<file path="src/rtl/fm_pkg.sv">
package fm_pkg;

  // Strobes from the window control to the counting datapath
  typedef struct packed {
    logic run;      // window open: advance the cycle counter
    logic restart;  // opening edge seen: counter restarts at one
    logic latch;    // window closed: capture count and pulse ready
  } fm_strobe_t;

endpackage

</file>
<file path="src/rtl/fm_ctrl.sv">
module fm_ctrl
  import fm_pkg::*;
#(
  parameter int EDGES       = 16,
  parameter int SYNC_STAGES = 2
) (
  input  logic       refClk,
  input  logic       rstN,
  input  logic       sigIn,
  input  logic       cntMax,
  output fm_strobe_t strobe
);

  localparam int EDGE_W = $clog2(EDGES);
  localparam logic [EDGE_W-1:0] LAST_EDGE = EDGE_W'(EDGES - 1);

  logic [SYNC_STAGES-1:0] syncQ;
  logic                   delayQ;
  logic                   windowOpen;
  logic [EDGE_W-1:0]      edgeCnt;
  logic                   rise;
  logic                   lastEdge;
  logic                   satHit;

  // Synchronizer chain: the raw pin is only ever sampled
  always_ff @(posedge refClk or negedge rstN) begin
    if (!rstN) begin
      syncQ  <= '0;
      delayQ <= 1'b0;
    end else begin
      syncQ  <= {syncQ[SYNC_STAGES-2:0], sigIn};
      delayQ <= syncQ[SYNC_STAGES-1];
    end
  end

  assign rise     = syncQ[SYNC_STAGES-1] & ~delayQ;
  assign lastEdge = windowOpen && rise && (edgeCnt == LAST_EDGE);
  assign satHit   = windowOpen && cntMax && !lastEdge;

  always_comb begin
    strobe.run     = windowOpen;
    strobe.restart = rise && (!windowOpen || lastEdge);
    strobe.latch   = lastEdge || satHit;
  end

  always_ff @(posedge refClk or negedge rstN) begin
    if (!rstN) begin
      windowOpen <= 1'b0;
      edgeCnt    <= '0;
    end else if (!windowOpen) begin
      if (rise) begin
        windowOpen <= 1'b1;
        edgeCnt    <= '0;
      end
    end else if (lastEdge) begin
      edgeCnt <= '0;
    end else if (satHit) begin
      windowOpen <= 1'b0;
      edgeCnt    <= '0;
    end else if (rise) begin
      edgeCnt <= edgeCnt + 1'b1;
    end
  end

endmodule

</file>
<file path="src/rtl/fm_datapath.sv">
module fm_datapath
  import fm_pkg::*;
#(
  parameter int CNT_W = 24
) (
  input  logic             refClk,
  input  logic             rstN,
  input  fm_strobe_t       strobe,
  output logic             cntMax,
  output logic [CNT_W-1:0] periodOut,
  output logic             ready
);

  localparam logic [CNT_W-1:0] CNT_TOP = {CNT_W{1'b1}};

  logic [CNT_W-1:0] cycleCnt;

  assign cntMax = (cycleCnt == CNT_TOP);

  // Cycle counter: starts at one on the opening edge, saturates at the top
  always_ff @(posedge refClk or negedge rstN) begin
    if (!rstN) begin
      cycleCnt <= '0;
    end else if (strobe.restart) begin
      cycleCnt <= CNT_W'(1);
    end else if (strobe.run && !cntMax) begin
      cycleCnt <= cycleCnt + 1'b1;
    end
  end

  // Result register and its strobe change on the same edge
  always_ff @(posedge refClk or negedge rstN) begin
    if (!rstN) begin
      periodOut <= '0;
      ready     <= 1'b0;
    end else begin
      ready <= strobe.latch;
      if (strobe.latch) periodOut <= cycleCnt;
    end
  end

endmodule

</file>
<file path="src/rtl/freq_meter.sv">
module freq_meter
  import fm_pkg::*;
#(
  parameter int CNT_W = 24,
  parameter int EDGES = 16
) (
  input  logic             refClk,
  input  logic             rstN,
  input  logic             sigIn,
  output logic [CNT_W-1:0] periodOut,
  output logic             ready
);

  fm_strobe_t strobe;
  logic       cntMax;

  fm_ctrl #(.EDGES(EDGES), .SYNC_STAGES(2)) u_ctrl (
    .refClk (refClk),
    .rstN   (rstN),
    .sigIn  (sigIn),
    .cntMax (cntMax),
    .strobe (strobe)
  );

  fm_datapath #(.CNT_W(CNT_W)) u_dp (
    .refClk    (refClk),
    .rstN      (rstN),
    .strobe    (strobe),
    .cntMax    (cntMax),
    .periodOut (periodOut),
    .ready     (ready)
  );

endmodule

</file>
<file path="config.mk">
export PLATFORM = sky130hd
export DESIGN_NAME = freq_meter
export DESIGN_NICKNAME = d
export VERILOG_FILES = /design/src/rtl/fm_pkg.sv /design/src/rtl/fm_ctrl.sv /design/src/rtl/fm_datapath.sv /design/src/rtl/freq_meter.sv
export SDC_FILE = /design/constraint.sdc
export NUM_CORES = 1
export LEC_CHECK = 0
export ABC_AREA = 1
export BUFFER_PORTS_ARGS = -buffer_cell sky130_fd_sc_hd__buf_2
export CELL_PAD_IN_SITES_DETAIL_PLACEMENT = 1
export CELL_PAD_IN_SITES_GLOBAL_PLACEMENT = 1
export CORE_MARGIN = 10
export CORE_UTILIZATION = 40
export DETAILED_ROUTE_END_ITERATION = 12
export PLACE_DENSITY_LB_ADDON = 0.1
export RECOVER_POWER = 50
export REMOVE_ABC_BUFFERS = 1
export SLEW_MARGIN = 20
export SYNTH_ARGS = -nofsm -noshare
export SYNTH_HDL_FRONTEND = slang
export SYNTH_SLANG_ARGS = --single-unit
</file>
<file path="constraint.sdc">
create_clock -name refClk -period 3.74 [get_ports refClk]
set_input_delay 0.748 -clock refClk [delete_from_list [all_inputs] [get_ports refClk]]
set_output_delay 0.748 -clock refClk [all_outputs]
set_load 0.01 [all_outputs]
</file>
==> results of run 1 <==
worst max-delay path, stage by stage, from the launching register on:
cell and delay (ns):
sky130_fd_sc_hd__dfrtp_1 0.40, sky130_fd_sc_hd__ha_1 0.19, sky130_fd_sc_hd__nand2_1 0.07, sky130_fd_sc_hd__nor2_1 0.17, sky130_fd_sc_hd__inv_2 0.07, sky130_fd_sc_hd__a21oi_2 0.38, sky130_fd_sc_hd__inv_2 0.28, sky130_fd_sc_hd__nand2_4 0.22
sky130_fd_sc_hd__inv_4 0.14, sky130_fd_sc_hd__nand2_1 0.10, sky130_fd_sc_hd__nand2_1 0.05
per-layer routing:
| layer | track usage, % | up-vias | wire length, um |
|---|---|---|---|
| li1 | - | 1255 | - |
| met1 | 17.7 | 1234 | 3570 |
| met2 | 23.4 | 42 | 3570 |
| met3 | 4.29 | 12 | 382 |
| met4 | 7.93 | 0 | 148 |
| met5 | 0 | - | 0 |
worst max-delay path by stage:
stage | startpoint | to | depth (start not counted)
2_1_floorplan | u_dp.cycleCnt[0] | u_dp.cycleCnt[14] | 8
4_1_cts | u_ctrl.edgeCnt[0] | u_dp.cycleCnt[7] | 10
5_1_grt | u_ctrl.edgeCnt[0] | u_dp.cycleCnt[11] | 10
6_report | u_ctrl.edgeCnt[0] | u_dp.cycleCnt[7] | 10
3_3_place_gp | u_ctrl.edgeCnt[0] | u_dp.cycleCnt[3] | 10
3_5_place_dp | u_ctrl.edgeCnt[0] | u_dp.cycleCnt[7] | 10
registers in the layout (all words and copies together), names as in the netlist:
name,flops
u_ctrl.delayQ,1
u_ctrl.edgeCnt,4
u_ctrl.syncQ,2
u_ctrl.windowOpen,1
u_dp.cycleCnt,24
u_dp.periodOut,24
u_dp.ready,1
synthesized netlist by cell type (all sizes together):
| master | count | area, um2 |
|---|---|---|
| a21oi | 3 | 18.8 |
| buf | 7 | 68.8 |
| clkbuf | 1 | 3.75 |
| dfrtp | 57 | 1430 |
| ha | 2 | 25.0 |
| inv | 23 | 91.3 |
| nand2 | 173 | 702 |
| nand3 | 24 | 133 |
| nand4 | 15 | 93.8 |
| nor2 | 42 | 191 |
| nor3 | 1 | 5.00 |
| nor3b | 1 | 7.51 |
| o21ai | 16 | 121 |
| or2 | 2 | 12.5 |
| xnor2 | 2 | 17.5 |
| xor2 | 8 | 70.1 |
power by group through the flow:
| stage | Sequential [mW] | Combinational, mW | Clock, mW |
|---|---|---|---|
| 6_report | 0.735 | 0.225 | 0.572 |
| 5_1_grt | 0.744 | 0.270 | 0.613 |
| 3_3_place_gp | 0.743 | 0.225 | 0 |
| 3_5_place_dp | 0.744 | 0.231 | 0 |
| 2_1_floorplan | 0.726 | 0.162 | 0 |
| 4_1_cts | 0.733 | 0.231 | 0.584 |
cell families after synthesis:
group / Yosys count / share of synthesized area, %
xor gates and xnor gates: 10 / 2.93
and+or+nand+nor: 258 / 38.3
adders and majority gates: 2 / 0.837
DFF: 57 / 47.7
buffers and inverters: 31 / 5.49
AOI/OAI and AO/OA: 19 / 4.69
cell type report:
type,instances,area share [%]
tap,99,3.68
sequential,57,42.4
inverter,23,2.71
clock buffer,13,4.42
timing repair buffer,30,4.12
multi-input combinational,289,41.5
clock inverter,3,1.19
stage by stage:
stage	setup slack, ns	std cells
floorplan	1.86	369
finish	1.57	514
detailed placement	1.59	498
global placement	1.61	498
global route	1.32	514
CTS	1.56	514
==> out/results.ini, run 1 <==
[sta]
setup-violations-final = 0
fin_worst_skew_ns = 0.00941
min_period_over_period_pct = 58.1
whs_ns = 0.370
post-route-min-period_ns = 2.17
rsz_0062_raised_after_global_routing = no
timing.max_slew.rel_slack_pct = -8.91
final_hold_viol_count = 0
final_max_slew_viol_count = 31
transition_time_at_the_pin_with_the_least_slew_margin_ns = 1.63
fmax_mhz = 460
finalSetupTns_ns = 0

[clocking]
worst_skew_pair.late_latency_ns = 0.35
cts_buffers = 9
postCtsHoldBufs = 0
tritoncts = done
total_number_of_h_tree_levels = 3
clockBufferDepth = 2
root_buffer = sky130_fd_sc_hd__clkbuf_8
post_cts.repair.setup_buffers = 0
clk_transition_reported_paths_ns = 0.07
ctsResizeCount = 0
cts_num_sinks = 57

[outcome]
violations = max-capacitance violations, max-slew violations
run_status = finished, violations left

[logic_synthesis]
synth_sequential_area_ratio_pct = 47.7
synth-seq-cells = 57
mappedNetlistArea_um2 = 2990
syn-instance-count = 377
netlist-cell-type-count = 28
postSynthAreaPerCell_um2 = 7.93
yosys_warnings = 0

[critical_path]
ff2ff_setup_slack_ns = 1.57
worst_setup_path_end_kind = flip-flop
cp.required_ns = 3.97
crit-reg2reg-launch = u_ctrl.edgeCnt[0]
path_max_fanout = 23
cp-start-kind = flip-flop
r2r_end = u_dp.cycleCnt[7]
ff2ff_path_depth = 10
timing_worst_setup_path_type = reg2reg
critical_path_arrival_ns = 2.41

[drt]
avgViaCountPerCell = 4.95
vias = 2543
detailedRoute.firstPassIterationCount = 4
wl_mm = 7.68
detail_route.drc_violations = 0
first_iter_violations = 84
drt-wirelength-per-cell_um = 14.9
postRouteAntennaNets = 0

[worst_hold_path]
hold_depth = 0
timing.hold.worst_endpoint = u_ctrl.syncQ[1]
worstHoldPathType = reg2reg
worstHoldStart = u_ctrl.syncQ[0]

[pwr]
switchingPower_mw = 0.464
fin_total_pwr_mw = 1.53
cellPowerDensity_nw_per_um2 = 455
power.clock.fraction_pct = 37.4
power_frac_seq_pct = 48.0
cellLeakagePower_nw = 1.71
power.combinational.fraction_pct = 14.7
power_switching_share_pct = 30.3
internal-power_mw = 1.07
ir_drop_mv = 0.243

[placement]
sum_of_net_half_perimeters_after_detailed_placement_mm = 5.67
postPlaceCellArea_um2 = 3200
buffer_ports.inserted = 27
gpl.final_weighted_congestion = 0.836

[floorplanning]
floorplan.core_area_um2 = 7250
fp.dieW_um = 106
std_cell_rows = 31
design.die.area_um2 = 11300
ioPinCount = 28
initial_cell_density_of_the_core_pct = 41.2
die_y_um = 106

[flow_run]
drv.max_cap_violation_count = 1

[global_route]
grt_remaining_overflow = 0
grt_max_degree = 38
grt_pass1_wl_mm = 13.3
vias_in_the_first_global_route = 2692
antenna_found_initial = 0
grt_util_all_layers_pct = 14.8

[layout]
synthToLayoutAreaGrowth_pct = 12.7
layout_common_cells = sky130_fd_sc_hd__nand2_1, sky130_fd_sc_hd__dfrtp_1, sky130_fd_sc_hd__nor2_1
post_route_cells_drive_above_1_share_pct = 16.1
stdcell_area_um2 = 3370
layout.core_utilization_pct = 46.4
antennaDiodeCount = 0
finish.net_count = 415
layout_commonest_cell = sky130_fd_sc_hd__nand2_1
filler_cell_count = 967
area_occupied_by_multi_input_gates_um2 = 1400
area.sequential_um2 = 1430

(Power assumes the default switching activity.)
==> run 2: changes to the inputs <==
==> constraint.sdc (replaced) <==
create_clock -name refClk -period 1.8 [get_ports refClk]
set_input_delay 0.36 -clock refClk [delete_from_list [all_inputs] [get_ports refClk]]
set_output_delay 0.36 -clock refClk [all_outputs]
set_load 0.01 [all_outputs]
==> out/results.ini, run 2 (synthesis results as in run 1) <==
[clocking]
cts_buffers = 9  ; unchanged
clk_transition_reported_paths_ns = 0.07  ; about the same
cts_num_sinks = 57  ; unchanged
root_buffer = sky130_fd_sc_hd__clkbuf_8
worst_skew_pair.late_latency_ns = 0.33  ; -0.02 ns
tritoncts = done
clockBufferDepth = 2  ; unchanged
postCtsHoldBufs = 0  ; unchanged
total_number_of_h_tree_levels = 3  ; unchanged

[critical_path]
timing_worst_setup_path_type = reg2reg
slowest_stage_delay_cp_ns = 0.38  ; -0.02 ns
cp-start-kind = flip-flop
cp.required_ns = 2.07  ; -1.90 ns
worst_setup_path_end_kind = flip-flop
path_max_fanout = 14  ; -39%
bufs_and_invs_on_worst_path = 1  ; -2
critPathSlowestCell = sky130_fd_sc_hd__dfrtp_1
crit_path_cell_trace = ha_1 -> nand2_2 -> nor2_4 -> nand2_4 -> nor2_8 -> nand3_4 -> nand2_4 -> buf_6 -> nand2_1 -> nand2_1
critPathTopFamily = simple AND/OR/NAND/NOR gates
critical_path_arrival_ns = 1.96  ; -0.45 ns

[layout]
post_route_cells_drive_above_1_share_pct = 22.5  ; +6.4 points
area.sequential_um2 = 1430  ; unchanged
synthToLayoutAreaGrowth_pct = 20.8
layout_common_cells = sky130_fd_sc_hd__nand2_1, sky130_fd_sc_hd__dfrtp_1, sky130_fd_sc_hd__nor2_1
largestRegisters = u_dp.cycleCnt: 24 flops, u_dp.periodOut: 24 flops, u_ctrl.edgeCnt: 4 flops
layout_commonest_cell = sky130_fd_sc_hd__nand2_1
area_occupied_by_multi_input_gates_um2 = 1400  ; +0.36%
filler_cell_count = 917  ; -5.2%
antennaDiodeCount = 0  ; unchanged
finish.net_count = 441  ; +6.3%

[global_route]
antenna_found_initial = 0  ; unchanged
grt_pass1_wl_mm = 14.2  ; +6.7%
grt_remaining_overflow = 0  ; unchanged
vias_in_the_first_global_route = 2910  ; +8.1%
grt_max_degree = 38  ; unchanged
grt_util_all_layers_pct = 15.6  ; +0.80 points

[placement]
buffer_ports.inserted = 27  ; unchanged
sum_of_net_half_perimeters_after_detailed_placement_mm = 6.27  ; +11%
gpl.final_weighted_congestion = 0.825  ; -1.3%
pre_cts_ws_ns = 0.0371  ; -1.55 ns

[sta]
whs_ns = 0.134  ; -0.235 ns
setup-violations-final = 0  ; unchanged
fmax_mhz = 592  ; +29%
fin_worst_skew_ns = 0.00559  ; -0.00383 ns
timing.max_slew.rel_slack_pct = 17.2  ; +26 points
post-route-min-period_ns = 1.69  ; -0.484 ns
min_period_over_period_pct = 93.8  ; +36 points
finalSetupTns_ns = 0  ; unchanged
transition_time_at_the_pin_with_the_least_slew_margin_ns = 1.24  ; -0.391 ns
worst_slack_ns = 0.111  ; -1.46 ns
final_hold_viol_count = 0  ; unchanged
final_max_slew_viol_count = 0  ; -100%

[pwr]
fin_total_pwr_mw = 3.39  ; +120%
cellPowerDensity_nw_per_um2 = 940  ; +110%
ir_drop_mv = 0.625  ; +160%
cellLeakagePower_nw = 1.87  ; +9.5%

[floorplanning]
fp.dieW_um = 106  ; unchanged
initial_cell_density_of_the_core_pct = 41.2  ; unchanged
design.die.area_um2 = 11300  ; unchanged
ioPinCount = 28  ; unchanged
std_cell_rows = 31  ; unchanged
floorplan.core_area_um2 = 7250  ; unchanged
die_y_um = 106  ; unchanged

[drt]
vias = 2676  ; +5.2%
first_iter_violations = 88  ; +4.8%
avgViaCountPerCell = 4.96  ; +0.35%
drt-wirelength-per-cell_um = 15.4  ; +3.0%
detail_route.drc_violations = 0  ; unchanged
wl_mm = 8.29  ; +8.0%
postRouteAntennaNets = 0  ; unchanged
detailedRoute.firstPassIterationCount = 4  ; unchanged

[worst_hold_path]
worstHoldPathType = in2reg

[outcome]
run_status = completed

[flow_run]
drv.max_cap_violation_count = 0  ; -1

run 2: layout make-up:
cell class	count	share of cell area, %
clock buffer	13	4.96
tap	99	3.43
clock inverter	2	0.971
inverter	23	2.81
sequential	57	39.5
timing repair buffer	56	9.43
multi-input combinational	289	38.9
run 2: final timing paths:
path                       cells past startpoint  slack [ns]        startpoint                 to
max                                           10        0.11  u_dp.cycleCnt[1]  u_dp.periodOut[1]
min                                            1        0.13             sigIn    u_ctrl.syncQ[0]
max reg2reg                                   10        0.11  u_dp.cycleCnt[1]  u_dp.periodOut[1]
min reg2reg                                    0        0.35   u_ctrl.syncQ[0]    u_ctrl.syncQ[1]
max in group asynchronous                      2        0.37              rstN  u_dp.cycleCnt[22]
min in group asynchronous                      1        0.27              rstN         u_dp.ready
run 2: metal layers:
metal	routed length [um]	vias up	GRT usage [%]
met5	0	-	0
met4	66	0	4.64
met3	385	4	4.05
met2	3920	44	25.6
met1	3920	1320	19.7
li1	-	1308	-
run 2: stage by stage:
| stage | cell area, um2 | instances | utilization (%) |
|---|---|---|---|
| 2_1_floorplan | 2920 | 369 | - |
| 4_1_cts | 3630 | 538 | 50.0 |
| 6_report | 3610 | 539 | 49.7 |
| 3_3_place_gp | 3410 | 523 | 47.0 |
| 5_1_grt | 3610 | 539 | 49.7 |
| 3_5_place_dp | 3410 | 523 | 47.0 |
run 2: what timing repair did:
| action | in CTS | in global routing |
|---|---|---|
| resized for setup | 1 | 6 |
| setup buffers | 0 | 1 |
| endpoints found under the setup margin | 1 | 49 |
run 2: power breakdown:
group / switching (mW) / internal [mW] / leakage (nW)
combinational: 0.380 / 0.241 / 0.986
sequential: 0.103 / 1.39 / 0.772
clock: 0.500 / 0.781 / 0.112
